### src/rtl/nel_slot_bank.sv
module nel_slot_bank #(
  parameter int ADDR_W    = 32,
  parameter int NUM_SLOTS = 8,
  parameter int REG_W     = 6,
  parameter int SLOT_W    = 3,
  parameter int CNT_W     = 4,
  parameter int REC_W     = 17
) (
  input  logic              clk,
  input  logic              rst_n,
  input  logic              log_req_i,
  input  logic [CNT_W-1:0]  limit_i,
  input  logic [REG_W-1:0]  dst_i,
  input  logic [2:0]        size_i,
  input  logic              is_float_i,
  input  logic              mem_fault_i,
  input  logic              reg_fault_i,
  input  logic [ADDR_W-1:0] addr_i,
  input  logic [SLOT_W-1:0] rd_sel_i,
  output logic              alloc_fire_o,
  output logic              ovf_o,
  output logic [REC_W-1:0]  rd_status_o,
  output logic [ADDR_W-1:0] rd_addr_o
);
  // Record field positions; the readers of the record depend on these.
  localparam int F_VALID = 0;
  localparam int F_AV    = 1;
  localparam int F_MEM   = 2;
  localparam int F_REG   = 3;
  localparam int F_FLT   = 4;
  localparam int F_SZ    = 5;
  localparam int F_SLOT  = 8;
  localparam int F_DST   = F_SLOT + SLOT_W;

  logic [REC_W-1:0]  rec_q  [NUM_SLOTS];
  logic [ADDR_W-1:0] addr_q [NUM_SLOTS];
  logic [NUM_SLOTS-1:0] valid_vec;
  logic [NUM_SLOTS-1:0] wr_vec;
  logic                 found;
  logic [SLOT_W-1:0]    alloc_idx;
  logic [REC_W-1:0]     new_rec;

  // Lowest free slot below the limit.
  always_comb begin
    found     = 1'b0;
    alloc_idx = '0;
    for (int i = 0; i < NUM_SLOTS; i++) begin
      if (!found && !valid_vec[i] && (CNT_W'(i) < limit_i)) begin
        found     = 1'b1;
        alloc_idx = SLOT_W'(i);
      end
    end
  end

  assign alloc_fire_o = log_req_i && found;
  assign ovf_o        = log_req_i && !found;

  always_comb begin
    new_rec                        = '0;
    new_rec[F_VALID]               = 1'b1;
    new_rec[F_AV]                  = 1'b1;
    new_rec[F_MEM]                 = mem_fault_i;
    new_rec[F_REG]                 = reg_fault_i;
    new_rec[F_FLT]                 = is_float_i;
    new_rec[F_SZ +: 3]             = size_i;
    new_rec[F_SLOT +: SLOT_W]      = alloc_idx;
    new_rec[F_DST +: REG_W]        = dst_i;
  end

  for (genvar s = 0; s < NUM_SLOTS; s++) begin : g_slot
    assign wr_vec[s]    = alloc_fire_o && (alloc_idx == SLOT_W'(s));
    assign valid_vec[s] = rec_q[s][F_VALID];
    always_ff @(posedge clk) begin
      if (!rst_n) begin
        rec_q[s]  <= '0;
        addr_q[s] <= '0;
      end else if (wr_vec[s]) begin
        rec_q[s]  <= new_rec;
        addr_q[s] <= addr_i;
      end
    end
  end

  assign rd_status_o = rec_q[rd_sel_i];
  assign rd_addr_o   = addr_q[rd_sel_i];


  alloc_onehot_chk: assert property (@(posedge clk) disable iff (!rst_n)
    $onehot0(wr_vec));


  alloc_free_chk: assert property (@(posedge clk) disable iff (!rst_n)
    alloc_fire_o |-> !valid_vec[alloc_idx] && ({1'b0, alloc_idx} < {1'b0, limit_i}));


  valid_sticky_chk: assert property (@(posedge clk) disable iff (!rst_n)
    1'b1 |=> ($past(valid_vec) & ~valid_vec) == '0);


  ovf_no_write_chk: assert property (@(posedge clk) disable iff (!rst_n)
    ovf_o |=> valid_vec == $past(valid_vec));

endmodule

### config.mk
export PLATFORM = sky130hd
export DESIGN_NAME = nel_slot_bank
export DESIGN_NICKNAME = d
export VERILOG_FILES = /design/src/rtl/nel_slot_bank.sv
export SDC_FILE = /design/constraint.sdc
export NUM_CORES = 1
export LEC_CHECK = 0
export BUFFER_PORTS_ARGS = -buffer_cell sky130_fd_sc_hd__buf_2
export CORE_MARGIN = 3
export CORE_UTILIZATION = 55
export DETAILED_ROUTE_END_ITERATION = 16
export HOLD_SLACK_MARGIN = 0.05
export PLACE_DENSITY = 0.78
export SYNTH_ARGS = -nofsm -noshare
export SYNTH_HDL_FRONTEND = slang
export SYNTH_SLANG_ARGS = --single-unit
### constraint.sdc
create_clock -name clk -period 7.6 [get_ports clk]
set_input_delay 0.76 -clock clk [delete_from_list [all_inputs] [get_ports clk]]
set_output_delay 0.76 -clock clk [all_outputs]
set_load 0.02 [all_outputs]
Yosys cells after proc, flatten, opt, wreduce, memory -nomap -nowiden
Memories as Yosys holds them, arrays and structs flattened.
Index checks and enable logic that the tools add are counted.
W data, S select, Z words.

storage, ports and cells
  register bits after elaboration = 0
  bits in writable memories = 392
  bits of input ports = 54
  output and inout port bits = 51
  word-level logic and storage cells = 131
  memories kept = 2

memory list
  memory  depth  width  rd ports  clocked after Yosys merged registers in  write ports  RTL line  RTL
  addr_q  8      32     1         0                                        8            36        logic [ADDR_W-1:0] addr_q [NUM_SLOTS];
  rec_q   8      17     9         0                                        8            35        logic [REC_W-1:0] rec_q [NUM_SLOTS];

cells by class
  order comparisons = 8
  equal/unequal tests = 7
  multiplexer cells = 56
  bitwise logic cells = 16
  reductions and logical operators = 42

operators with widths
  cell                  number
  $mux W32              8
  $mux W17              8
  $mux W1               34
  $logic_and A1 B1 Y1   25
  $mux W3               6
  $logic_not A1 Y1      16
  $lt A3 B4 Y1 const A  4
  $or A1 B1 Y1          16
  $eq A3 B3 Y1 const B  4
  $lt A1 B4 Y1 const A  2
  $lt A2 B4 Y1 const A  2
  $eq A3 B2 Y1 const B  2
  $eq A3 B1 Y1 const B  1
  $logic_not A3 Y1      1

Depth between registers and ports, before layout
An unclocked memory read counts as a cell.

  depth in word-level cells = 38
  depth in mapped cells = 9
  mapped depth without buffers = 4

Worst setup path after synthesis
Ideal clock, no wire load.

  path type = input-to-reg
  start point = input port limit_i[3]
  end point = memory addr_q[3][0] (enable)
  setup time = 586 ps
  arrival = 6652 ps
  required time = 7014 ps
  path slack = 362 ps
  stages on the path = 8
  path buffers = 4
  path through = buf_6 > nor4_2 > o22a_1 > buf_4 > nand2b_1 > buf_2 > buf_6 > o41ai_1

RTL lines
  element             RTL line  RTL
  start: declaration  12        input logic [CNT_W-1:0] limit_i,
  end: declaration    36

Worst setup path in the final report
  start point = input port limit_i[3]
  end point = output port ovf_o

on the way
  word-level cells in the longest chain between the ends = 33
  elaborated cells on any way between the ends = 40
  those cells by class = order compare (8); mux (8); reduce/logical (24)

ends and longest elaborated chain
  element                           RTL line  RTL
  $lt A1 B4 Y1                      48        if (!found && !valid_vec[i] && (CNT_W'(i) < limit_i)) begin
  $logic_and A1 B1 Y1               48
  $mux W1                           48
  $logic_not A1 Y1                  48
  $logic_and A1 B1 Y1 (2 in a row)  48
  $mux W1                           48
  $logic_not A1 Y1                  48
  $logic_and A1 B1 Y1 (2 in a row)  48
  [13 not listed]                   --
  $logic_not A1 Y1                  48
  $logic_and A1 B1 Y1 (2 in a row)  48
  $mux W1                           48
  $logic_not A1 Y1                  48
  $logic_and A1 B1 Y1 (2 in a row)  48
  $mux W1 *                         48
  $logic_not A1 Y1 *                56        assign ovf_o = log_req_i && !found;
  $logic_and A1 B1 Y1 *             56
  end: declaration                  21        output logic ovf_o,

Every way passes the cells marked *; elsewhere a longest branch is shown, timed or not.

==> qor.log <==
INFO  critical_path  timing.critical_path.to=ovf_o
INFO  critical_path  timing.critical_path.cells=buf_2, nor3_2, o22a_4, buf_4, nand2_1, nor4_1, buf_2
INFO  floorplanning  core_area=30910um^2
INFO  synthesis      async_flop_share=0
INFO  global_routing grt_max_degree=96
INFO  synthesis      adder_cell_share_of_the_synthesized_area=0
INFO  timing         final.setup.tns=0ps
INFO  synthesis      synth_xor_area_frac=0
INFO  synthesis      mean_syn_cell_area=15.73um^2
INFO  clocking       worst_skew_pair.late_latency=530ps
INFO  global_routing total_grt_overflow=0
INFO  critical_path  worst_ep_arrival_time=3720ps
INFO  critical_path  worstSetupPathType=in2out
INFO  critical_path  timing.critical_path.to_type=primary output
INFO  timing         maxSlewHeadroom=0.1446
INFO  critical_path  critical-path-max-stage-delay=660ps
INFO  floorplanning  io-pin-count=105
INFO  clocking       cts_hold_buffers=0
INFO  timing         final_number_of_max_transition_violations=0
INFO  power          vdd_ir_drop_max=0.1993mV
INFO  critical_path  critical_path.n_buffers_inverters=3
INFO  finish         drive_gt1_frac=0.3090
INFO  clocking       tritoncts=built
INFO  run            max_cap_violations=0
INFO  placed_design  placed_cells_incl_taps=1530
INFO  route          postRouteWirelength=41180um
INFO  global_routing antenna_found_initial=1
INFO  placed_design  hpwl=21610um
INFO  clocking       cts_resized=0
INFO  critical_path  cp_data_required_time=6840ps
INFO  synthesis      synth-compound-area-share=0.01113
INFO  critical_path  worst-r2r-cell-count=6
INFO  global_routing grt_usage=0.2484
INFO  global_routing first_global_vias=10951
INFO  critical_path  cpMostUsedCell=sky130_fd_sc_hd__buf_2
INFO  critical_path  critical_path.reg2reg.startpoint=rec_q[1][0]$_DFFE_PP_
INFO  synthesis      ys_warn_count=0
INFO  timing         finalSetupViolCount=0
INFO  clocking       htree_levels=2
INFO  critical_path  regToRegSetupSlack=3720ps
INFO  finish         final-instance-count-excl-fill=1600
INFO  critical_path  crit_slowest_cell=sky130_fd_sc_hd__buf_4
INFO  global_routing grt_pass1_wl=63820um
INFO  timing         period_needed=4480ps
INFO  route          route.antenna.remaining_nets=0
INFO  route          detail_route.drc_violations=0
INFO  route          initialDrtViolationCount=1153
INFO  timing         report.final.hold_viol_count=0
INFO  clocking       clk_pin_slew_worst_paths=60ps
INFO  synthesis      synth.ff_latch_count=384
INFO  power          power.density_cell_area=246.7nW/um^2
INFO  timing         setup_ws=3120ps
INFO  route          drt_pre_antenna_iters=5
INFO  critical_path  critPathLaunchType=primary input
INFO  critical_path  critical_path.max_fanout=52
INFO  route          routed_wire_length_per_instance=25.73um
INFO  synthesis      synth-seq-area-share=0.6612
INFO  synthesis      synthCells=1108
INFO  placed_design  gp_congestion=0.8250
INFO  synthesis      post_synth_instance_area=17430um^2
INFO  synthesis      ys_types=41
INFO  synthesis      main_combinational_cell_family_by_area_after_synthesis=multiplexers
INFO  floorplanning  placement_rows=64
INFO  timing         max_freq=223.2MHz
INFO  clocking       postCtsSetupRepairBufs=0
INFO  critical_path  worstReg2RegEnd=addr_q[2][30]$_SDFFCE_PN0P_
INFO  timing         clock_skew=15.02ps
INFO  floorplanning  horiz_die_dim=184.0um
INFO  floorplanning  floorplan.die_area=33850um^2
INFO  placed_design  buffer_ports.inserted=104
INFO  run_status     outcome=complete, no violations
INFO  power          power.static_leakage=6.774nW
INFO  synthesis      synth_top_flop_cell=sky130_fd_sc_hd__edfxtp_1
INFO  critical_path  worstSetupPathDepth=7
INFO  finish         fin_nets=1229
INFO  floorplanning  dieHeight=184.0um
INFO  critical_path  critPathTopFamily=simple AND/OR/NAND/NOR gates
INFO  timing         unrepaired_setup_endpoints_after_global_routing=false
INFO  clocking       cts_made_buffers=39
INFO  route          num_vias=10527
INFO  clocking       clock-sinks=384
INFO  floorplanning  floorplan.initialDensity=0.5638
INFO  synthesis      synthMuxAreaShare=0.1551
INFO  timing         worst_slew_pin_slew=1283ps
INFO  synthesis      synth-edff-count=383
INFO  finish         insertedDiodeCount=0
INFO  placed_design  dp_worst_setup_slack=2926ps
INFO  min_path       worst_hold_path_type=in2reg
INFO  timing         final.period_utilization=0.5895
INFO  clocking       clockBufferDepth=3
INFO  synthesis      synth_simple_gate_area_frac=0.1293
INFO  critical_path  cp-startpoint=limit_i[3]
INFO  clocking       ctsRootBufferMaster=sky130_fd_sc_hd__clkbuf_16
INFO  route          via_density_per_instance=6.579
INFO  finish         area.growth.synth_to_final=11.69%
final cells by class:
| type | count | area (um^2) |
|---|---|---|
| clock buffers | 50 | 1017 |
| flip-flops and latches | 384 | 11520 |
| inverters | 49 | 183.9 |
| clock inverters | 20 | 201.4 |
| repair buffers | 126 | 694.4 |
| well taps | 396 | 495.5 |
| fillers | 2215 | 11450 |
| multi-input cells | 575 | 5349 |
registers in the layout, summed over array words and instances (netlist names):
register and cells:
addr_q 256, rec_q 128
power breakdown:
group          internal (mW)  switching (mW)
combinational          0.160           0.314
clock                   1.08           0.775
sequential              2.44          0.0313
total                   3.68            1.12
synthesized netlist by cell type (2+ instances only):
master / instances / area (um^2)
sky130_fd_sc_hd__edfxtp_1: 383 / 11500
sky130_fd_sc_hd__nor3_1: 238 / 1191
sky130_fd_sc_hd__mux4_2: 96 / 2162
sky130_fd_sc_hd__inv_1: 49 / 183.9
sky130_fd_sc_hd__mux2_2: 48 / 540.5
sky130_fd_sc_hd__clkbuf_1: 46 / 172.7
sky130_fd_sc_hd__and2_1: 45 / 281.5
sky130_fd_sc_hd__buf_2: 45 / 225.2
sky130_fd_sc_hd__nor4_1: 45 / 281.5
sky130_fd_sc_hd__nor3_2: 31 / 310.3
sky130_fd_sc_hd__nor2_1: 14 / 52.55
sky130_fd_sc_hd__buf_6: 10 / 112.6
sky130_fd_sc_hd__o21ai_0: 9 / 45.04
sky130_fd_sc_hd__buf_4: 4 / 30.03
sky130_fd_sc_hd__nand2_1: 4 / 15.01
sky130_fd_sc_hd__nand2b_1: 4 / 25.02
sky130_fd_sc_hd__a21oi_1: 3 / 15.01
sky130_fd_sc_hd__and4_1: 3 / 26.28
sky130_fd_sc_hd__buf_1: 3 / 11.26
sky130_fd_sc_hd__clkbuf_2: 3 / 15.01
sky130_fd_sc_hd__nand3_1: 2 / 10.01
sky130_fd_sc_hd__o21bai_1: 2 / 15.01
sky130_fd_sc_hd__o31ai_1: 2 / 15.01
sky130_fd_sc_hd__o41ai_1: 2 / 17.52
kinds of logic after synthesis:
kind of cell | count (synthesis)
other | 1
AO/OA/AOI/OAI | 29
flip-flops | 384
AND/OR/NAND/NOR | 390
buffers and inverters | 160
multiplexers | 144
per-layer routing:
metal,GRT usage,share of wire
met5,0,0.00022
met4,0.09737,0.036
met3,0.03878,0.086
met2,0.4150,0.51
met1,0.3327,0.37
worst min path at each step:
stage	cells after the start	slack, ps	endpoint	from
2_1_floorplan	2	500	rec_q[4][0]$_SDFFE_PP1N_	rec_q[4][0]$_SDFFE_PP1N_
3_3_place_gp	2	560	rec_q[4][0]$_SDFFE_PP1N_	rec_q[4][0]$_SDFFE_PP1N_
3_5_place_dp	2	580	rec_q[4][0]$_SDFFE_PP1N_	rec_q[4][0]$_SDFFE_PP1N_
4_1_cts	2	500	rec_q[5][13]$_SDFFCE_PN0P_	dst_i[2]
5_1_grt	2	510	addr_q[5][14]$_SDFFCE_PN0P_	addr_i[14]
6_report	2	520	rec_q[5][13]$_SDFFCE_PN0P_	dst_i[2]
cells in the final DEF (no fill, tap or decap), types with 3 or more instances in the layout:
master                        n
sky130_fd_sc_hd__buf_2      102
sky130_fd_sc_hd__nor4_1      45
sky130_fd_sc_hd__and2_1      45
sky130_fd_sc_hd__inv_6        3
sky130_fd_sc_hd__nor3_1     238
sky130_fd_sc_hd__nor3_2      31
sky130_fd_sc_hd__nand2_1      3
sky130_fd_sc_hd__mux2_2      48
sky130_fd_sc_hd__bufinv_16    4
sky130_fd_sc_hd__conb_1      12
sky130_fd_sc_hd__clkbuf_1    11
sky130_fd_sc_hd__clkinv_1     8
sky130_fd_sc_hd__o21ai_0      3
sky130_fd_sc_hd__clkbuf_16   39
sky130_fd_sc_hd__nor2_1      14
sky130_fd_sc_hd__edfxtp_1   383
sky130_fd_sc_hd__o21ai_4      6
sky130_fd_sc_hd__mux4_2      96
sky130_fd_sc_hd__inv_1       49
sky130_fd_sc_hd__buf_4       23
sky130_fd_sc_hd__clkinv_2     5
sky130_fd_sc_hd__nand2b_1     3
worst reg2reg max path, cell delays in order, from the launching register on:
cell and delay (ps):
sky130_fd_sc_hd__edfxtp_1 450, sky130_fd_sc_hd__o22a_4 610, sky130_fd_sc_hd__buf_4 680, sky130_fd_sc_hd__nand2b_4 80, sky130_fd_sc_hd__buf_4 440, sky130_fd_sc_hd__o21ai_4 650
sky130_fd_sc_hd__buf_4 560
per-stage QoR:
step	cell area (um^2)	utilization	total power, mW	hold WS [ps]
floorplan	17470	-	2.833	498.2
global placement	18240	0.5902	2.969	558.2
detailed placement	18240	0.5902	2.984	575.1
CTS	19460	0.6297	4.820	498.9
global route	19460	0.6297	4.938	510.7
finish	19460	0.6297	4.802	516.2
(Power assumes the default switching activity.)
